<file path="config.mk">
export PLATFORM = sky130hd
export DESIGN_NAME = trim_nv_ctrl
export DESIGN_NICKNAME = d
export VERILOG_FILES = /design/src/rtl/trim_pkg.sv /design/src/rtl/trim_pulse_qual.sv /design/src/rtl/trim_setting_reg.sv /design/src/rtl/trim_nv_seq.sv /design/src/rtl/trim_nv_ctrl.sv
export SDC_FILE = /design/constraint.sdc
export NUM_CORES = 1
export LEC_CHECK = 0
export CORE_ASPECT_RATIO = 1.1
export CORE_MARGIN = 4
export CORE_UTILIZATION = 45
export CTS_CLUSTER_DIAMETER = 30
export CTS_CLUSTER_SIZE = 14
export DETAILED_ROUTE_END_ITERATION = 12
export GPL_TIMING_DRIVEN = 0
export PLACE_DENSITY = 0.7
export SLEW_MARGIN = 20
export SYNTH_ARGS = -nofsm -noshare
export SYNTH_HDL_FRONTEND = slang
export SYNTH_SLANG_ARGS = --single-unit
export TNS_END_PERCENT = 5
</file>
<file path="constraint.sdc">
create_clock -name clk -period 2 [get_ports clk]
set_input_delay 0.3 -clock clk [delete_from_list [all_inputs] [get_ports clk]]
set_output_delay 0.3 -clock clk [all_outputs]
set_load 0.02 [all_outputs]
</file>
<file path="src/rtl/trim_pkg.sv">
package trim_pkg;

  typedef enum logic [2:0] {
    SEQ_BOOT,
    SEQ_RD_REQ,
    SEQ_RD_WAIT,
    SEQ_IDLE,
    SEQ_WR_REQ,
    SEQ_WR_WAIT
  } seq_state_e;

  typedef struct packed {
    logic up;
    logic dn;
    logic prog;
  } trim_cmd_t;

endpackage

</file>
<file path="src/rtl/trim_pulse_qual.sv">
module trim_pulse_qual
  import trim_pkg::*;
#(
  parameter int EN_HOLD = 250000
) (
  input  logic      clk,
  input  logic      rst_n,
  input  logic      idle,
  input  logic      loaded,
  input  logic      arm_skip,
  input  logic      inc_req,
  input  logic      dec_req,
  input  logic      prog_req,
  input  logic      cnt_en,
  output trim_cmd_t cmd
);

  localparam int HOLD_W = $clog2(EN_HOLD + 1);
  localparam logic [HOLD_W-1:0] HOLD_LIM = HOLD_W'(EN_HOLD);

  logic [HOLD_W-1:0] hold_q, hold_d;
  logic              skip_q, skip_d;
  logic              pulse, en_ok, take;

  always_comb begin
    pulse = idle & ~prog_req & (inc_req | dec_req);
    en_ok = cnt_en & (hold_q == HOLD_LIM);
    take  = pulse & ~skip_q & en_ok;

    if (!loaded || !cnt_en)      hold_d = '0;
    else if (hold_q != HOLD_LIM) hold_d = hold_q + 1'b1;
    else                         hold_d = hold_q;

    if (arm_skip)   skip_d = 1'b1;
    else if (pulse) skip_d = 1'b0;
    else            skip_d = skip_q;

    cmd.prog = idle & prog_req;
    cmd.up   = take & inc_req;
    cmd.dn   = take & ~inc_req & dec_req;
  end

  always_ff @(posedge clk or negedge rst_n) begin
    if (!rst_n) begin
      hold_q <= '0;
      skip_q <= 1'b0;
    end else begin
      hold_q <= hold_d;
      skip_q <= skip_d;
    end
  end

  // an armed skip absorbs the next pulse
  p_skip_clears_r11: assert property (@(posedge clk) disable iff (!rst_n)
    (skip_q && pulse && !arm_skip) |=> !skip_q);

  // an enable dropout restarts the hold window
  p_hold_restart_r7: assert property (@(posedge clk) disable iff (!rst_n)
    (!cnt_en) |=> (hold_q == '0));

endmodule

</file>
<file path="src/rtl/trim_setting_reg.sv">
module trim_setting_reg #(
  parameter int                CODE_W     = 7,
  parameter logic [CODE_W-1:0] RESET_CODE = '0
) (
  input  logic              clk,
  input  logic              rst_n,
  input  logic              load,
  input  logic [CODE_W-1:0] load_val,
  input  logic              up,
  input  logic              dn,
  output logic [CODE_W-1:0] code
);

  localparam logic [CODE_W-1:0] CODE_MAX = {CODE_W{1'b1}};
  localparam logic [CODE_W-1:0] CODE_MIN = '0;

  logic [CODE_W-1:0] code_q, code_d;
  logic              code_en;

  always_comb begin
    code_en = 1'b0;
    code_d  = code_q;
    if (load) begin
      code_en = 1'b1;
      code_d  = load_val;
    end else if (up && code_q != CODE_MAX) begin
      code_en = 1'b1;
      code_d  = code_q + 1'b1;
    end else if (dn && code_q != CODE_MIN) begin
      code_en = 1'b1;
      code_d  = code_q - 1'b1;
    end
  end

  always_ff @(posedge clk or negedge rst_n) begin
    if (!rst_n)       code_q <= RESET_CODE;
    else if (code_en) code_q <= code_d;
  end

  assign code = code_q;

  p_sat_high_r3: assert property (@(posedge clk) disable iff (!rst_n)
    (code_q == CODE_MAX && up && !load) |=> (code_q == CODE_MAX));

  p_sat_low_r4: assert property (@(posedge clk) disable iff (!rst_n)
    (code_q == CODE_MIN && dn && !load) |=> (code_q == CODE_MIN));

  p_one_step_r5: assert property (@(posedge clk) disable iff (!rst_n)
    (!load) |=> (code_q == $past(code_q) || code_q == $past(code_q) + 1'b1
                 || code_q == $past(code_q) - 1'b1));

endmodule

</file>
<file path="src/rtl/trim_nv_seq.sv">
module trim_nv_seq
  import trim_pkg::*;
(
  input  logic clk,
  input  logic rst_n,
  input  logic prog_go,
  input  logic nv_busy,
  output logic nv_rd_req,
  output logic nv_wr_req,
  output logic load,
  output logic loaded,
  output logic busy,
  output logic arm_skip,
  output logic wr_done
);

  seq_state_e state_q, state_d;
  logic       done_q, done_d;

  always_comb begin
    state_d = state_q;
    unique case (state_q)
      SEQ_BOOT:    state_d = SEQ_RD_REQ;
      SEQ_RD_REQ:  state_d = SEQ_RD_WAIT;
      SEQ_RD_WAIT: if (!nv_busy) state_d = SEQ_IDLE;
      SEQ_IDLE:    if (prog_go)  state_d = SEQ_WR_REQ;
      SEQ_WR_REQ:  state_d = SEQ_WR_WAIT;
      SEQ_WR_WAIT: if (!nv_busy) state_d = SEQ_IDLE;
      default:     state_d = SEQ_BOOT;
    endcase
    load     = (state_q == SEQ_RD_WAIT) && !nv_busy;
    done_d   = (state_q == SEQ_WR_WAIT) && !nv_busy;
    arm_skip = load | done_d;
  end

  always_ff @(posedge clk or negedge rst_n) begin
    if (!rst_n) begin
      state_q <= SEQ_BOOT;
      done_q  <= 1'b0;
    end else begin
      state_q <= state_d;
      done_q  <= done_d;
    end
  end

  assign nv_rd_req = (state_q == SEQ_RD_REQ);
  assign nv_wr_req = (state_q == SEQ_WR_REQ);
  assign busy      = (state_q != SEQ_IDLE);
  assign loaded    = (state_q == SEQ_IDLE) || (state_q == SEQ_WR_REQ)
                     || (state_q == SEQ_WR_WAIT);
  assign wr_done   = done_q;

  p_rd_pulse_r1: assert property (@(posedge clk) disable iff (!rst_n)
    nv_rd_req |=> !nv_rd_req);

  p_wr_pulse_r8: assert property (@(posedge clk) disable iff (!rst_n)
    nv_wr_req |=> !nv_wr_req);

  p_wait_busy_r9: assert property (@(posedge clk) disable iff (!rst_n)
    (state_q == SEQ_WR_WAIT && nv_busy) |=> busy);

  p_done_pulse_r10: assert property (@(posedge clk) disable iff (!rst_n)
    wr_done |=> !wr_done);

  p_done_idle_r10: assert property (@(posedge clk) disable iff (!rst_n)
    wr_done |-> !busy);

endmodule

</file>
<file path="src/rtl/trim_nv_ctrl.sv">
module trim_nv_ctrl
  import trim_pkg::*;
#(
  parameter int                CODE_W     = 7,
  parameter logic [CODE_W-1:0] RESET_CODE = '0,
  parameter int                EN_HOLD    = 250000
) (
  input  logic              clk,
  input  logic              rst_n,
  input  logic              inc_req,
  input  logic              dec_req,
  input  logic              prog_req,
  input  logic              cnt_en,
  input  logic [CODE_W-1:0] nv_rd_data,
  input  logic              nv_busy,
  output logic              nv_rd_req,
  output logic              nv_wr_req,
  output logic [CODE_W-1:0] nv_wr_data,
  output logic [CODE_W-1:0] dac_code,
  output logic              busy,
  output logic              wr_done
);

  logic      rst_meta_q, rst_sync_n;
  logic      load, loaded, arm_skip;
  trim_cmd_t cmd;

  always_ff @(posedge clk or negedge rst_n) begin
    if (!rst_n) begin
      rst_meta_q <= 1'b0;
      rst_sync_n <= 1'b0;
    end else begin
      rst_meta_q <= 1'b1;
      rst_sync_n <= rst_meta_q;
    end
  end

  trim_nv_seq u_seq (
    .clk      (clk),
    .rst_n    (rst_sync_n),
    .prog_go  (cmd.prog),
    .nv_busy  (nv_busy),
    .nv_rd_req(nv_rd_req),
    .nv_wr_req(nv_wr_req),
    .load     (load),
    .loaded   (loaded),
    .busy     (busy),
    .arm_skip (arm_skip),
    .wr_done  (wr_done)
  );

  trim_pulse_qual #(.EN_HOLD(EN_HOLD)) u_qual (
    .clk     (clk),
    .rst_n   (rst_sync_n),
    .idle    (!busy),
    .loaded  (loaded),
    .arm_skip(arm_skip),
    .inc_req (inc_req),
    .dec_req (dec_req),
    .prog_req(prog_req),
    .cnt_en  (cnt_en),
    .cmd     (cmd)
  );

  trim_setting_reg #(.CODE_W(CODE_W), .RESET_CODE(RESET_CODE)) u_code (
    .clk     (clk),
    .rst_n   (rst_sync_n),
    .load    (load),
    .load_val(nv_rd_data),
    .up      (cmd.up),
    .dn      (cmd.dn),
    .code    (dac_code)
  );

  assign nv_wr_data = dac_code;

  p_off_hold_r6: assert property (@(posedge clk) disable iff (!rst_sync_n)
    (!cnt_en && !load) |=> $stable(dac_code));

  p_busy_freeze_r9: assert property (@(posedge clk) disable iff (!rst_sync_n)
    (busy && loaded) |=> $stable(dac_code));

  p_prog_first_r12: assert property (@(posedge clk) disable iff (!rst_sync_n)
    (!busy && prog_req) |=> (busy && $stable(dac_code)));

  p_preload_r1: assert property (@(posedge clk) disable iff (!rst_sync_n)
    (!loaded && !load) |=> (dac_code == RESET_CODE));

endmodule

</file>
==> summary.md, run 1 <==
| Metric | Value |
|---|---|
| Status | finished with violations |
| Violated checks | setup timing |
| Drt pass-1 iters | 4 |
| CTS tree | built |
| Fin util | 0.615 |
| WL per Instance | 14.3 um |
| CP delay by family, top | simple AND/OR/NAND/NOR gates |
| Placed cell count | 292 |
| Final min period | 3.10 ns |
| R2R depth | 10 |
| Drt total wl | 4.40 mm |
| Final nets | 274 |
| Pwr Density | 1270 nW/um2 |
| Synthesized flop and latch total | 32 |
| Syn Area/Cell | 9.59 um2 |
| Yosys warns | 0 |
| 1st-iter DRT viols | 81 |
| Top_reg_cell synth | dfrtp_1 |
| Placed Area | 2370 um2 |
| Total CTS buffers | 5 |
| Synthesized area | 1980 um2 |
| Vias post-DR | 1,651 |
| IO buf count | 31 |
| Largest net degree at the start of global routing | 31 |
| Worst reg2reg startpoint | u_qual.hold_q[6]$_DFFE_PN0P_ |
| Worst path arrival time | 3.30 ns |
| Unique masters post-synth | 52 |
| Worst hold margin | ~0.18 ns |
| DP HPWL | 3.16 mm |
| Setup CP Type | reg2reg |
| Final worst slack | -1.10 ns |
| Initial antenna violation count | 0 |
| Pre-CTS setup slack | -1.49 ns |
| Non-Filler Instances | 307 |
| Tot GR Track Use | 0.167 |
| Layout cells sized above 1 | 0.221 |
| Die Y-Extent | 77.5 um |
| Ys async rst share | 1.00 |
| Vias in the first global route | 1,569 |
| Number of flops mapped to enable cells by yosys | 0 |
| Critical path buffers and inverters | 1 |
| I/O pins | 32 |
| Die Wd | 71.2 um |
| WP data required | 2.20 ns |
| Clock latency on the worst-skew pair | 0.28 ns |
| CP peak stage delay | 0.55 ns |
| CTS H-tree depth | 2 |
| Crit path cell chain | or4b_4, nor4_4, nand4_1, buf_6, fa_2, a21o_1, a221oi_2, mux2i_1, or3_1, a31oi_1 |
| Hold Vio Cnt, Final | 0 |
| Reg-to-reg slack, setup | -1.10 ns |
| RSZ-0062 raised after global routing | true |
| Antenna viol nets, final | 0 |
| Clock tree buffer depth | 2 |
| Worst Path Max Fanout | 6 |
| Worst path slowest cell | or4b_4 |
| Max_cap viols | 0 |
| Startpoint types | flop |
| Worst rel slew slack | 0.528 |
| Achievable clock frequency | 322 MHz |
| Period utilisation layout | 1.55 |
| Leak Pwr | between 1 and 1.5 nW |
| Cell row count | 25 |
| First-pass GRT wire length | 7.33 mm |
| N_diodes | 0 |
| Core area | 4290 um2 |
| Die Area | 5520 um2 |
| Synthesized Nets | approximately 230 |
| Peak supply drop | 0.000466 V |
| GPL Wtd Cong | 0.790 |
| Critical Path End Type | flop |
| Clk pin slew, worst setup/hold paths | 0.07 ns |
| Skew final | 0.00461 ns |
| Overflow after GRT | 0 |
| RR Endpoint | u_code.code[6]$_DFFE_PN0P_ |
| Register area share after synthesis | 0.405 |
| Setup violators final | 6 |
| Clock Sink Count | 32 |
| CTS root buffer | clkbuf_8 |
| Hold/Removal Path Class | in2async |
| Slew @ Worst Pin | 0.703 ns |
| DRC Markers | 0 |
| Max Slew Vio Count | 0 |
| DR vias/cell | 5.38 |
| Mapped Cells | ~210 |
| Initial core utilization | 0.461 |
| Fin area | about 2600 um2 |
| Area grow syn2layout | 33.5% |
## layout make-up
cell class	count	area, um2
fillers	362	1650
inverters	4	15.0
clock buffers	7	96.3
flip-flops and latches	32	806
clock inverters	1	30.0
repair buffers	39	369
plain buffers	11	77.6
well taps	54	67.6
multi-input cells	159	1180
## logic make-up after synthesis
kind of cell	count (synthesis)	synth area share
and+or+nand+nor	96	0.277
DFF	32	0.405
AOI/OAI and AO/OA	30	0.105
xor gates and xnor gates	19	0.0842
buffers and inverters	15	0.0462
adders and majority gates	8	0.0545
muxes	5	0.0253
other	1	0.00190
## worst max path at each step
stage | startpoint | endpoint | slack, ns | cells after the start
floorplan | u_qual.hold_q[9]$_DFFE_PN0P_ | u_code.code[6]$_DFFE_PN0P_ | -1.05 | 9
global placement | prog_req | u_code.code[6]$_DFFE_PN0P_ | -1.44 | 10
detailed placement | prog_req | u_code.code[6]$_DFFE_PN0P_ | -1.49 | 10
CTS | u_qual.hold_q[0]$_DFFE_PN0P_ | u_code.code[6]$_DFFE_PN0P_ | -1.20 | 12
global route | u_qual.hold_q[9]$_DFFE_PN0P_ | u_code.code[6]$_DFFE_PN0P_ | -1.30 | 10
finish | u_qual.hold_q[6]$_DFFE_PN0P_ | u_code.code[6]$_DFFE_PN0P_ | -1.10 | 10
## routing by layer
metal | part of all wire | vias to the layer above | track usage
met5 | 0 | - | 0
met4 | 0.022 | 0 | 0.0677
met3 | 0.040 | 12 | 0.0350
met2 | 0.51 | 41 | 0.284
met1 | 0.43 | 778 | 0.204
li1 | - | 820 | -
## worst reg2reg max path, delay by kind of cell, from the launching register on
family / cells / cell delay, ns
buf+inv: 1 / 0.17
simple gates: 4 / 1.31
compound gates: 3 / 0.62
mux: 1 / 0.13
fa+ha+maj: 1 / 0.35
flops: 1 / 0.44
## state kept, by name, summed over array words and instances (netlist names)
name and count:
u_seq.state_q 3, rst_sync_n 1, u_qual.hold_q 18, u_seq.wr_done 1
u_code.code 7, rst_meta_q 1, u_qual.skip_q 1
## power breakdown
| part | internal, mW | switching (mW) | leakage, nW |
|---|---|---|---|
| sequential | 0.772 | 0.190 | 0.414 |
| clock | 0.440 | 0.244 | 0.0645 |
| combinational | 0.885 | 0.820 | 0.614 |
## cells in the final DEF, fill, tap and decap left out, types with 2 or more instances in the layout
| cell | count |
|---|---|
| a21o_1 | 4 |
| a21oi_1 | 4 |
| a21oi_2 | 2 |
| and3_1 | 3 |
| buf_2 | 2 |
| buf_4 | 15 |
| clkbuf_8 | 7 |
| clkdlybuf4s50_1 | 28 |
| dfrtp_1 | 28 |
| dfrtp_2 | 4 |
| dlygate4sd2_1 | 2 |
| ha_1 | 4 |
| ha_4 | 3 |
| inv_1 | 2 |
| inv_2 | 2 |
| mux2i_1 | 5 |
| nand2_1 | 14 |
| nand2b_1 | 4 |
| nand3_1 | 13 |
| nand4_1 | 6 |
| nor2_1 | 27 |
| nor2b_1 | 4 |
| nor3_1 | 2 |
| nor4b_1 | 2 |
| nor4b_2 | 2 |
| o211ai_1 | 2 |
| o21a_1 | 2 |
| o21ai_0 | 4 |
| o21bai_1 | 2 |
| or2_2 | 2 |
| or3_1 | 2 |
| xnor2_1 | 9 |
| xor2_1 | 10 |
## timing repair
item                       4_1_cts  5_1_grt
pin swaps                        9        4
hold buffers                     0        0
setup endpoints to repair       19        9
resized for setup               12        9
setup buffers                    5        2
## cell usage after synthesis, types with 2 or more instances
master    count  share of area
xor2_1       10          0.044
nand4_1       6          0.019
a21o_1        4          0.015
nand2_1      14          0.027
xnor2_1       9          0.040
o21bai_1      2         0.0076
nand3_1      13          0.033
o21ai_0       4          0.010
nor3_1        3         0.0076
ha_1          7          0.044
o211ai_1      2         0.0076
nor4b_1       4          0.018
dfrtp_1      32           0.41
inv_1         3         0.0057
and3_1        3         0.0095
nor2_1       27          0.051
nor4_2        2          0.013
or3_1         2         0.0063
nor2b_1       4          0.013
o21a_1        2         0.0076
a21oi_1       6          0.015
buf_4         9          0.034
nand2b_1      4          0.013
or2_2         2         0.0063
mux2i_1       5          0.025
## per-stage QoR
stage	power, mW	setup TNS [ns]
finish	3.35	-4.28
global route	3.57	-5.31
CTS	3.35	-4.80
detailed placement	2.55	-8.28
global placement	2.49	-8.27
floorplan	1.98	-4.03
Note: power is estimated with default switching activity, not from simulation.
==> run 2: changes to the inputs <==
==> constraint.sdc (replaced) <==
create_clock -name clk -period 2 [get_ports clk]
set_input_delay 0.4 -clock clk [delete_from_list [all_inputs] [get_ports clk]]
set_output_delay 0.4 -clock clk [all_outputs]
set_load 0.02 [all_outputs]
==> run 2 against run 1 <==
  * The run still ends with setup timing left
  * Routed wire length is essentially flat
  * Sequential share of layout area up 0.091 points
  * Combinational power barely moved
  * Final area is 0.14% lower
  * Clock skew down 0.0014 ns
  * Worst hold slack improved by 0.10 ns
  * Critical path depth unchanged
  * Non-clock buffer count did not move
  * First-iteration DRC count fell by 8.6%
  * Flip-flop and latch count did not move
  * Critical endpoint unchanged
  * Largest cell class unchanged
==> summary.md, run 2 (synthesized netlist as in run 1, its figures left out) <==
| Metric | Value |
|---|---|
| Status | finished with violations (unchanged) |
| Violated checks | setup timing (unchanged) |
| Crit path cell chain | or4b_4, nor4_4, nand4_1, buf_6, fa_2, a21o_1, a221oi_2, mux2i_1, or3_1, a31oi_1 (unchanged) |
| Grt met2 use | 0.284 (unchanged) |
| Final worst slack | -1.10 ns (about the same) |
| Worst path arrival time | 3.30 ns (about the same) |
| Drt pass-1 iters | 5 (was 4) |
| Antenna viol nets, final | 0 (unchanged) |
| WP data required | 2.20 ns (about the same) |
| Drt total wl | 4.39 mm (was 4.40 mm) |
| Tot GR Track Use | 0.167 (unchanged) |
| Met3 Track Usage GR | 0.0350 (unchanged) |
| Slew @ Worst Pin | 0.704 ns (was 0.703 ns) |
| Critical Path End Type | flop (unchanged) |
| Achievable clock frequency | 322 MHz (about the same) |
| Final Total Pwr | 3.34 mW (was 3.35 mW) |
| Layout cells sized above 1 | 0.229 (was 0.221) |
| WL per Instance | 14.3 um (about the same) |
| Setup CP Type | reg2reg (unchanged) |
| Area grow syn2layout | 33.3% (was 33.5%) |
| Clock latency on the worst-skew pair | 0.28 ns (about the same) |
| Clock Sink Count | 32 (unchanged) |
| Clock tree buffer depth | 2 (unchanged) |
| IO buf count | 31 (unchanged) |
| Pwr Density | 1270 nW/um2 (about the same) |
| First-pass GRT wire length | 7.33 mm (unchanged) |
| Hold Vio Cnt, Final | 0 (unchanged) |
| Worst rel slew slack | 0.527 (was 0.528) |
| Leak Pwr | 1.09 nW (about the same) |
| Busiest grt layer | met2 (unchanged) |
| Setup violators final | 6 (unchanged) |
| GPL Wtd Cong | 0.790 (unchanged) |
| I/O pins | 32 (unchanged) |
| Die Area | 5520 um2 (unchanged) |
| CP delay by family, top | simple AND/OR/NAND/NOR gates (unchanged) |
| N_diodes | 0 (unchanged) |
| Core area | 4290 um2 (unchanged) |
| Initial antenna violation count | 0 (unchanged) |
| Initial core utilization | 0.461 (unchanged) |
| CP peak stage delay | 0.55 ns (about the same) |
| Met1 Use GR | 0.204 (unchanged) |
| Vias post-DR | 1,649 (was 1,651) |
| Largest net degree at the start of global routing | 31 (unchanged) |
| Hold/Removal Path Class | in2async (unchanged) |
| Vias in the first global route | 1,569 (unchanged) |
| DP HPWL | 3.16 mm (unchanged) |
| Largest Register | u_qual.hold_q (unchanged) |
| Die Y-Extent | 77.5 um (unchanged) |
| Worst Path Max Fanout | 6 (unchanged) |
| CTS H-tree depth | 2 (unchanged) |
| Max Slew Vio Count | 0 (unchanged) |
| Commonest cells after routing, fill and taps aside | clkdlybuf4s50_1, nor2_1, dfrtp_1, buf_4, nand2_1 (was clkdlybuf4s50_1, dfrtp_1, nor2_1, buf_4, nand2_1) |
| Largest register FFs | 18 (unchanged) |
| Worst hold margin | 0.276 ns (was 0.176 ns) |
| DRC Markers | 0 (unchanged) |
| Critical path buffers and inverters | 1 (unchanged) |
| DR vias/cell | 5.37 (was 5.38) |
| Max_cap viols | 0 (unchanged) |
| 1st-iter DRT viols | 74 (was 81) |
| Period utilisation layout | 1.55 (about the same) |
| Die Wd | 71.2 um (unchanged) |
| Commonest non-fill, non-tap cell in the layout | clkdlybuf4s50_1 |
| Total CTS buffers | 5 (unchanged) |
| Startpoint types | flop (unchanged) |
| Worst path slowest cell | or4b_4 (unchanged) |
| CTS root buffer | clkbuf_8 (unchanged) |
| Skew final | 0.00326 ns (was 0.00461 ns) |
| Cell row count | 25 (unchanged) |
| Final nets | 274 (unchanged) |
| CTS tree | built (unchanged) |
| Clk pin slew, worst setup/hold paths | 0.07 ns (about the same) |
| Overflow after GRT | 0 (unchanged) |
| Final min period | 3.10 ns (about the same) |
| RSZ-0062 raised after global routing | true (unchanged) |
| Peak supply drop | 0.000464 V (was 0.000466 V) |
[run 2: layer usage]
metal	vias up	part of all wire
li1	820	-
met1	779	0.43
met2	38	0.51
met3	12	0.038
met4	0	0.022
met5	-	0
[run 2: final cells by class]
class	count	area, um2
tap	54	67.6
timing repair buffer	39	364
fill	362	1650
buffer	11	77.6
multi-input combinational	159	1180
sequential	32	807
inverter	4	15.0
clock buffer	7	96.3
clock inverter	1	30.0
[run 2: final timing paths]
check                           slack [ns]                          from  depth (start not counted)                            to
worst max-delay path                 -1.10  u_qual.hold_q[6]$_DFFE_PN0P_                         10    u_code.code[6]$_DFFE_PN0P_
worst min-delay path                  0.28                         rst_n                          1          rst_meta_q$_DFF_PN0_
worst max register to register       -1.10  u_qual.hold_q[6]$_DFFE_PN0P_                         10    u_code.code[6]$_DFFE_PN0P_
worst min register to register        0.30          rst_sync_n$_DFF_PN0_                          0  u_seq.state_q[1]$_DFFE_PN0P_
max in group asynchronous             1.22          rst_sync_n$_DFF_PN0_                          0  u_qual.hold_q[6]$_DFFE_PN0P_
min in group clk                      0.35          rst_meta_q$_DFF_PN0_                          0          rst_sync_n$_DFF_PN0_
[run 2: power by group]
part           leakage [nW]  internal (mW)  switching [mW]  total (mW)
registers             0.413          0.775           0.191       0.965
clock network        0.0645          0.440           0.242       0.681
logic                 0.613          0.880           0.818        1.70
total                  1.09           2.09            1.25        3.34
[run 2: repair_timing]
| item | CTS | global route |
|---|---|---|
| hold buffers | 0 | 0 |
| setup buffers | 5 | 2 |
| resized for setup | 14 | 10 |
| endpoints found under the setup margin | 19 | 10 |
| hold endpoints to repair | 0 | 0 |
| pin swaps | 9 | 4 |
[run 2: stage by stage]
stage / util / instance area [um2] / setup TNS (ns) / cells / setup slack, ns
floorplan: - / 1980 / -4.03 / 206 / -1.05
finish: 0.615 / 2630 / -4.29 / 307 / -1.10
detailed placement: 0.554 / 2370 / -8.98 / 292 / -1.59
CTS: 0.605 / 2590 / -4.80 / 305 / -1.20
global placement: 0.551 / 2360 / -9.07 / 291 / -1.54
global route: 0.615 / 2630 / -5.31 / 307 / -1.30
[run 2: worst reg2reg max path, delay by kind of cell, from the launching register on]
family	cells	cell delay [ns]
AND/OR/NAND/NOR	4	1.31
AO/OA/AOI/OAI	3	0.62
flip-flops	1	0.44
adder cells (fa/ha/maj)	1	0.35
buffers and inverters	1	0.17
multiplexers	1	0.13
